==> src/rtl/pwdog_pkg.sv <==
package pwdog_pkg;
  parameter int CNT_W     = 16;
  parameter int PRE_W     = 8;
  parameter int DATA_W    = 16;
  parameter int ADDR_W    = 4;
  parameter int DIVSEL_W  = 2;
  parameter int BASE_DIV  = 16;
  parameter int PULSE_LEN = 128;

  localparam int DIV_CNT_W = $clog2(BASE_DIV) + (1 << DIVSEL_W) - 1;
  localparam int PULSE_W   = $clog2(PULSE_LEN + 1);

  localparam logic [ADDR_W-1:0] OFS_CTRL   = ADDR_W'(4'h0);
  localparam logic [ADDR_W-1:0] OFS_RELOAD = ADDR_W'(4'h4);
  localparam logic [ADDR_W-1:0] OFS_COUNT  = ADDR_W'(4'h8);
  localparam logic [ADDR_W-1:0] OFS_ICLR   = ADDR_W'(4'hC);

  localparam int BIT_RSTEN = 0;
  localparam int BIT_INTEN = 2;
  localparam int DIV_LSB   = 3;
  localparam int BIT_RUN   = 5;
  localparam int PRE_LSB   = 8;

  localparam logic [DATA_W-1:0] CTRL_MASK  = DATA_W'(16'hFF3D);
  localparam logic [DATA_W-1:0] CTRL_RESET = DATA_W'(16'h8021);
  localparam logic [CNT_W-1:0]  CNT_RESET  = CNT_W'(16'h8000);

  typedef struct packed {
    logic                run;
    logic                rstEn;
    logic [DIVSEL_W-1:0] divSel;
    logic [PRE_W-1:0]    prescale;
    logic                loadCnt;
    logic [CNT_W-1:0]    loadVal;
    logic [CNT_W-1:0]    reload;
  } dpCmd_t;
endpackage

==> src/rtl/pwdog_ctrl.sv <==
module pwdog_ctrl
  import pwdog_pkg::*;
(
  input  logic              clk,
  input  logic              rstN,
  input  logic [ADDR_W-1:0] busAddr,
  input  logic              busWe,
  input  logic [DATA_W-1:0] busWdata,
  output logic [DATA_W-1:0] busRdata,
  input  logic              expire,
  input  logic [CNT_W-1:0]  count,
  output dpCmd_t            cmd,
  output logic              irq
);
  logic [DATA_W-1:0] ctrlQ;
  logic [CNT_W-1:0]  reloadQ;
  logic              flagQ;
  logic selCtrl, selReload, selCount, selIclr, clrReq;

  assign selCtrl   = (busAddr == OFS_CTRL);
  assign selReload = (busAddr == OFS_RELOAD);
  assign selCount  = (busAddr == OFS_COUNT);
  assign selIclr   = (busAddr == OFS_ICLR);
  assign clrReq    = busWe && selIclr && busWdata[0];

  always_ff @(posedge clk or negedge rstN) begin
    if (!rstN) begin
      ctrlQ   <= CTRL_RESET;
      reloadQ <= CNT_RESET;
    end else if (busWe) begin
      if (selCtrl)   ctrlQ   <= busWdata & CTRL_MASK;
      if (selReload) reloadQ <= busWdata[CNT_W-1:0];
    end
  end

  always_ff @(posedge clk or negedge rstN) begin
    if (!rstN)                          flagQ <= 1'b0;
    else if (expire && ctrlQ[BIT_INTEN]) flagQ <= 1'b1;
    else if (clrReq)                    flagQ <= 1'b0;
  end

  always_comb begin
    cmd.run      = ctrlQ[BIT_RUN];
    cmd.rstEn    = ctrlQ[BIT_RSTEN];
    cmd.divSel   = ctrlQ[DIV_LSB +: DIVSEL_W];
    cmd.prescale = ctrlQ[PRE_LSB +: PRE_W];
    cmd.loadCnt  = busWe && selCount;
    cmd.loadVal  = busWdata[CNT_W-1:0];
    cmd.reload   = reloadQ;
  end

  always_comb begin
    busRdata = '0;
    if (selCtrl)        busRdata = ctrlQ;
    else if (selReload) busRdata = DATA_W'(reloadQ);
    else if (selCount)  busRdata = DATA_W'(count);
  end

  assign irq = flagQ & ctrlQ[BIT_INTEN];

  AST_FLAG_NEEDS_EXPIRE: assert property (@(posedge clk) disable iff (!rstN)
    $rose(flagQ) |-> $past(expire));
  AST_CLEAR_DROPS_FLAG: assert property (@(posedge clk) disable iff (!rstN)
    (clrReq && !expire) |=> !flagQ);
endmodule

==> src/rtl/pwdog_datapath.sv <==
module pwdog_datapath
  import pwdog_pkg::*;
(
  input  logic             clk,
  input  logic             rstN,
  input  dpCmd_t           cmd,
  output logic [CNT_W-1:0] count,
  output logic             expire,
  output logic             resetReq
);
  logic [PRE_W-1:0]     preCnt;
  logic [DIV_CNT_W-1:0] divCnt;
  logic [DIV_CNT_W-1:0] divLast;
  logic [CNT_W-1:0]     cntQ;
  logic [PULSE_W-1:0]   pulseQ;
  logic preTick, tick;

  always_comb divLast = DIV_CNT_W'((BASE_DIV << cmd.divSel) - 1);

  assign preTick = cmd.run && (preCnt == cmd.prescale);
  assign tick    = preTick && (divCnt == divLast);
  assign expire  = tick && (cntQ == '0) && !cmd.loadCnt;

  always_ff @(posedge clk or negedge rstN) begin
    if (!rstN) begin
      preCnt <= '0;
      divCnt <= '0;
    end else if (!cmd.run) begin
      preCnt <= '0;
      divCnt <= '0;
    end else if (preTick) begin
      preCnt <= '0;
      divCnt <= (divCnt == divLast) ? '0 : divCnt + DIV_CNT_W'(1);
    end else begin
      preCnt <= preCnt + PRE_W'(1);
    end
  end

  always_ff @(posedge clk or negedge rstN) begin
    if (!rstN)            cntQ <= CNT_RESET;
    else if (cmd.loadCnt) cntQ <= cmd.loadVal;
    else if (expire)      cntQ <= cmd.reload;
    else if (tick)        cntQ <= cntQ - CNT_W'(1);
  end

  always_ff @(posedge clk or negedge rstN) begin
    if (!rstN)                    pulseQ <= '0;
    else if (expire && cmd.rstEn) pulseQ <= PULSE_W'(PULSE_LEN);
    else if (pulseQ != '0)        pulseQ <= pulseQ - PULSE_W'(1);
  end

  assign count    = cntQ;
  assign resetReq = (pulseQ != '0) && cmd.rstEn;

  AST_HOLD_WHEN_STOPPED: assert property (@(posedge clk) disable iff (!rstN)
    (!cmd.run && !cmd.loadCnt) |=> $stable(cntQ));
  AST_RELOAD_ON_EXPIRE: assert property (@(posedge clk) disable iff (!rstN)
    expire |=> (cntQ == $past(cmd.reload)));
  AST_KEEPALIVE_LOAD: assert property (@(posedge clk) disable iff (!rstN)
    cmd.loadCnt |=> (cntQ == $past(cmd.loadVal)));
  AST_DOWN_STEP: assert property (@(posedge clk) disable iff (!rstN)
    (tick && !expire && !cmd.loadCnt) |=> (cntQ == $past(cntQ) - CNT_W'(1)));
  AST_PULSE_START: assert property (@(posedge clk) disable iff (!rstN)
    $rose(pulseQ != '0) |-> $past(expire && cmd.rstEn));
endmodule

==> src/rtl/pwdog_top.sv <==
module pwdog_top
  import pwdog_pkg::*;
(
  input  logic              clk,
  input  logic              rstN,
  input  logic [ADDR_W-1:0] busAddr,
  input  logic              busWe,
  input  logic [DATA_W-1:0] busWdata,
  output logic [DATA_W-1:0] busRdata,
  output logic              irq,
  output logic              resetReq
);
  dpCmd_t           cmd;
  logic [CNT_W-1:0] count;
  logic             expire;

  pwdog_ctrl i_ctrl (
    .clk(clk), .rstN(rstN), .busAddr(busAddr), .busWe(busWe),
    .busWdata(busWdata), .busRdata(busRdata), .expire(expire),
    .count(count), .cmd(cmd), .irq(irq)
  );

  pwdog_datapath i_dp (
    .clk(clk), .rstN(rstN), .cmd(cmd), .count(count),
    .expire(expire), .resetReq(resetReq)
  );
endmodule

==> config.mk <==
export PLATFORM = sky130hd
export DESIGN_NAME = pwdog_top
export DESIGN_NICKNAME = d
export VERILOG_FILES = /design/src/rtl/pwdog_pkg.sv /design/src/rtl/pwdog_ctrl.sv /design/src/rtl/pwdog_datapath.sv /design/src/rtl/pwdog_top.sv
export SDC_FILE = /design/constraint.sdc
export NUM_CORES = 1
export LEC_CHECK = 0
export BUFFER_PORTS_ARGS = -buffer_cell sky130_fd_sc_hd__buf_4
export CAP_MARGIN = 20
export CORE_MARGIN = 4
export CORE_UTILIZATION = 50
export CTS_CLUSTER_DIAMETER = 120
export DETAILED_ROUTE_END_ITERATION = 7
export GPL_ROUTABILITY_DRIVEN = 0
export PLACE_DENSITY_LB_ADDON = 0.2
export SYNTH_ARGS = -nofsm -noshare
export SYNTH_HDL_FRONTEND = slang
export SYNTH_HIERARCHICAL = 1
export SYNTH_SLANG_ARGS = --single-unit
==> constraint.sdc <==
create_clock -name clk -period 2.2 [get_ports clk]
set_clock_uncertainty 0.15 [all_clocks]
set_input_delay 0.33 -clock clk [delete_from_list [all_inputs] [get_ports clk]]
set_output_delay 0.33 -clock clk [all_outputs]
set_load 0.1 [all_outputs]
# Yosys cells after proc, flatten, opt, wreduce, memory -nomap -nowiden
# Cells that the tools add are included.
[classes]
n_reduce_logical = 19
bitwise_logic = 1
muxes = 15
add_sub_neg = 5
n_eq_ne = 6
shifts = 1
[op_table]
columns = ["cell", "n"]
rows = [
  ["$mux W16", 6],
  ["$mux W8", 4],
  ["$mux W7", 3],
  ["$logic_not A16 Y1", 1],
  ["$sub A16 B1 Y16 const B", 1],
  ["$logic_and A1 B1 Y1", 10],
  ["$add A8 B1 Y8 const B", 1],
  ["$eq A4 B4 Y1 const B", 2],
  ["$eq A8 B8 Y1", 1],
  ["$reduce_bool A8 Y1", 1],
  ["$sub A8 B1 Y8 const B", 1],
  ["$add A7 B1 Y7 const B", 1],
  ["$eq A7 B7 Y1", 1],
  ["$shl A5 B2 Y7 const A", 1],
  ["$sub A7 B2 Y7 const B", 1],
  ["$eq A4 B3 Y1 const B", 1],
  ["$logic_not A4 Y1", 1],
  ["$reduce_and A2 Y1", 2],
  ["$reduce_bool A2 Y1", 2],
  ["$reduce_bool A3 Y1", 1],
  ["$mux W1", 2],
  ["$ne A2 B1 Y1 const B", 1],
  ["$and A1 B1 Y1", 1],
  ["$logic_not A1 Y1", 1],
]
[word_totals]
in_bits = 23
wordCells = 54
out_inout_bits = 18
ff_bits = 69

# Logic depth before layout (Yosys ltp)
[logic_depth]
depth_word = 8
depth_mapped = 9
depth_no_buf = 7

# By module
# Netlist, hierarchy kept.
[modules_own_cells]
columns = ["module", "area_each_um2", "seq_area_each_um2", "n_inst", "cells_per_inst"]
rows = [
  ["pwdog_datapath", 2667.6, 977.2, 1, 292],
  ["pwdog_ctrl", 1765.4, 755.7, 1, 162],
]

# Worst setup path after synthesis
# Ideal clock, no wire load.
[synth_timing]
path_kind = "in2out"
from = "in busAddr[2]"
to = "out busRdata[3]"
arrival_time_ns = 2.600
path_stages = 5
required_ns = 1.720
n_path_buf = 2
slack_ns = -0.880
cell_sequence = "buf_2 > nor4b_4 > buf_4 > nand2_1 > a21oi_1"
[synth_via]
elab_chain_len = 4
word_cells_on_any_way = 6
classes_between = "2 x eq/ne; 3 x mux; 1 x reduce/logical"
[synth_rtl]
columns = ["element", "line", "text"]
rows = [
  ["from (decl)", "pwdog_top.sv:6", "input logic [ADDR_W-1:0] busAddr,"],
  ["$eq A4 B4 Y1", "pwdog_ctrl.sv:22", "assign selCount = (busAddr == OFS_COUNT);"],
  ["$mux W16", "pwdog_ctrl.sv:56", "else if (selCount) busRdata = DATA_W'(count);"],
  ["$mux W16", "pwdog_ctrl.sv:55", "else if (selReload) busRdata = DATA_W'(reloadQ);"],
  ["$mux W16 *", "pwdog_ctrl.sv:54", "if (selCtrl) busRdata = ctrlQ;"],
  ["to (decl)", "pwdog_top.sv:9", "output logic [DATA_W-1:0] busRdata,"],
]
# Mark *: on every way between the ends. The rest lies on a longest branch, timed or not.

# Worst setup path after layout
[layout_timing]
from = "reg i_dp.pulseQ[4]"
to = "out resetReq"
[layout_via]
elab_chain_len = 2
[layout_rtl]
columns = ["element", "line", "text"]
rows = [
  ["from (decl)", "pwdog_datapath.sv:15", "logic [PULSE_W-1:0] pulseQ;"],
  ["from (signal assigned)", "pwdog_datapath.sv:48", "else if (expire && cmd.rstEn) pulseQ <= PULSE_W'(PULSE_LEN);"],
  ["from (signal assigned)", "pwdog_datapath.sv:49", "else if (pulseQ != '0) pulseQ <= pulseQ - PULSE_W'(1);"],
  ["$reduce_bool A8 Y1", "pwdog_datapath.sv:53", "assign resetReq = (pulseQ != '0) && cmd.rstEn;"],
  ["$logic_and A1 B1 Y1", "pwdog_datapath.sv:53", ""],
  ["to (decl)", "pwdog_top.sv:11", "output logic resetReq"],
]
# Every way passes these cells.

==> run metrics <==
Worst-Margin Slew=438.4 ps; CTS tree=yes; reg2reg end=i_dp/count[10]$_DFFE_PN0P_; initial antenna violation count=0; Routed WL per cell=18.14 microns; post-synthesis mux area share=9.173%; R2R cell count=7; worst hold path class=input port to flop; die height=102.2 microns; initial DRC count=209; Root Driver=clkbuf_8; routed vias=3740; yosys warns=6; Post-Synthesis Cells=454; xor/xnor cell area share of the yosys netlist=6.322%; total clock sinks=69; Rows=34; die area=10440 sq um; Power per Cell Area=793.1 nW/um^2; Slew headroom=70.78%; nets@finish=561; Avg Synthesized Cell Area=9.764 sq um; nature of the critical path startpoint=flop; # diodes=0; Worst-Skew Late Latency=350 ps; clk buf depth=2; hold wc startpoint=busWdata[14]; total power=4.567 mW; Hold Violations, Final=0; MaxCap Viol Count=0; RSZ-0062 raised after global routing=yes; clk slew on worst S/H paths=80 ps; peak supply drop=496.6 uV; period utilisation layout=107.0%; Final ANT Viol Nets=0; Critical Path AT=1870 ps; Initial DRT Pass Iterations=5; Top Ports=41; first-pass GRT wire length=18750 microns; Die X=102.2 microns; DP HPWL=8393 microns; sequential-to-total area share from yosys stat=39.09%; reg-to-reg startpoint=i_dp/divCnt[6]$_DFFE_PN0P_; async set-reset flop share out of synthesis=100.0%; total gr overflow=0; Avg Vias per Cell=5.798; synthesized net count=483; minimum clock period=2353 ps; Post-synth EDFFs=0; outcome=complete, but fails checks; core area=8678 sq um; FMAX=424.9 MHz; failing checks=setup timing; crit-path max FO=3; CTS H-tree depth=3; Main synth FF type=dfrtp_1; FF-to-FF setup slack=-100 ps; critical setup path kind=flop to output pin; count of unique library cells instantiated by Yosys=66; share of layout cells above drive strength 1=41.71%; Final Slew Violations=0; cts bufs inserted=9; CP Capture Type=output pin; setup slack after layout=-153.3 ps; area delta synth->final=29.89%; hold depth=3; simple-gate area share of the yosys netlist=21.93%; PortBufs=40; Seq cells post-synth=69; pin count of the biggest net entering global routing=34; final setup fails=14; largest family of logic cells by synthesized area=simple AND/OR/NAND/NOR gates; Tot GR Track Use=23.50%; Initial Util=51.08%; hold endpoint=i_dp/count[14]$_DFFE_PN0P_; post-synthesis compound-gate area fraction=13.72%; final wirelength=11700 microns; FILL cells=700; CP required=1720 ps; Place WS=-130.5 ps; Post-Synth Adder-Cell Area=1.693%; Remaining DRCs=0; vias in the first global route=3778; Post-Syn Area=4433 sq um; Leak Pwr=2.421 nW
==> metrics by stage <==
stage | area, sq um | hold slack, ps | util, % | setup TNS [ps] | instances
2_1_floorplan | 4644 | -115.6 | - | -170.4 | 454
3_3_place_gp | 5226 | 158.1 | 60.22 | -751.8 | 616
3_5_place_dp | 5226 | 158.1 | 60.22 | -1502 | 616
4_1_cts | 5665 | 65.32 | 65.28 | -873.3 | 642
5_1_grt | 5758 | 63.28 | 66.35 | -2461 | 645
6_report | 5758 | 72.92 | 66.35 | -769.6 | 645
==> worst max-delay path by stage <==
stage | startpoint | endpoint | slack (ps) | cells after the start
floorplan | i_ctrl/ctrlQ[3]$_DFFE_PN0P_ | i_dp/count[7]$_DFFE_PN0P_ | -40 | 7
CTS | i_dp/pulseQ[4]$_DFFE_PN0P_ | resetReq | -220 | 4
finish | i_dp/pulseQ[4]$_DFFE_PN0P_ | resetReq | -150 | 4
detailed placement | i_ctrl/ctrlQ[3]$_DFFE_PN0P_ | i_dp/count[0]$_DFFE_PN0P_ | -130 | 6
global route | i_dp/pulseQ[4]$_DFFE_PN0P_ | resetReq | -240 | 4
global placement | i_dp/count[5]$_DFFE_PN0P_ | i_dp/count[15]$_DFFE_PN1P_ | -110 | 7
==> synth_stat cells, types with 4 or more instances <==
master    number  area share, %
or4_1          6            1.0
dfstp_2        5            3.0
mux2_2        21            5.3
clkbuf_1       9           0.76
nand3_1       14            1.6
inv_1         13            1.1
nand2_1       35            3.0
nor2_1        56            4.7
nand4_1        8            1.1
dfrtp_1       64             36
buf_2          7           0.79
and2_1         6           0.85
a21oi_1       19            2.1
xor2_1        11            2.2
nor4_1         4           0.56
mux2_4        10            3.4
nor3_1         4           0.45
o21ai_0       14            1.6
o21ai_1        4           0.45
a211o_1        9            1.8
buf_4         29            4.9
ha_1           6            1.7
a31oi_1        8            1.1
xnor2_1       21            4.1
==> flip-flops by register name, summed over array words and instances, names as in the netlist <==
register        cells
i_ctrl/ctrlQ       13
i_ctrl/flagQ        1
i_dp/count         16
i_dp/pulseQ         8
i_dp/preCnt         8
i_ctrl/reloadQ     16
i_dp/divCnt         7
==> where the power goes <==
group / switching, mW / total, mW / internal (mW)
Sequential: 0.252 / 1.80 / 1.55
Combinational: 0.780 / 1.47 / 0.694
Clock: 0.503 / 1.29 / 0.789
==> area by class of cell <==
class	count	area (sq um)	share of cell area (%)
clock buffer	11	141.4	2.455
timing repair buffer	114	938.4	16.30
clock inverter	5	106.4	1.847
sequential	69	1733	30.10
multi-input combinational	325	2655	46.11
inverter	13	48.80	0.8475
tap	108	135.1	2.347
==> cells by family after synthesis <==
group           Yosys count
simple gates            169
compound gates           85
mux                      33
fa+ha+maj                 6
xor+xnor                 32
flops                    69
buf+inv                  60
==> placed cells by master, fill, tap and decap left out, drive strengths merged, types with 4 or more instances in the layout <==
cell,netlist,layout
a211o,9,9
nor3,6,6
inv,13,14
nand3,14,14
a21oi,19,19
nand4,9,9
dfrtp,64,64
xor2,11,11
o21ai,18,18
dfstp,5,5
nor2,57,57
nand2,35,35
and2,6,6
clkbuf,9,11
buf,38,113
nor4,9,9
or3,4,4
a31oi,8,8
mux2,31,31
or4,7,7
ha,6,6
xnor2,21,21
==> what timing repair did <==
action                                  in CTS  in global routing
pin swaps                                   13                 17
gates cloned                                 1                  0
gates resized for setup                     25                 18
hold buffers                                 1                  0
hold endpoints to repair                    28                  0
endpoints found under the setup margin      23                 26
setup buffers                                8                  5
==> metal layers <==
layer	wire length, microns	track usage (%)
met2	5872	39.88
met4	267	9.384
met1	4879	29.55
met5	0	0
met3	678	4.505
==> worst max-delay path, stage by stage, from the launching register on <==
cell and delay, ps:
dfrtp_1 390, or4_4 570, nor4b_4 310, nor2b_4 80, buf_12 170
Note: power is estimated with default switching activity, not from simulation.
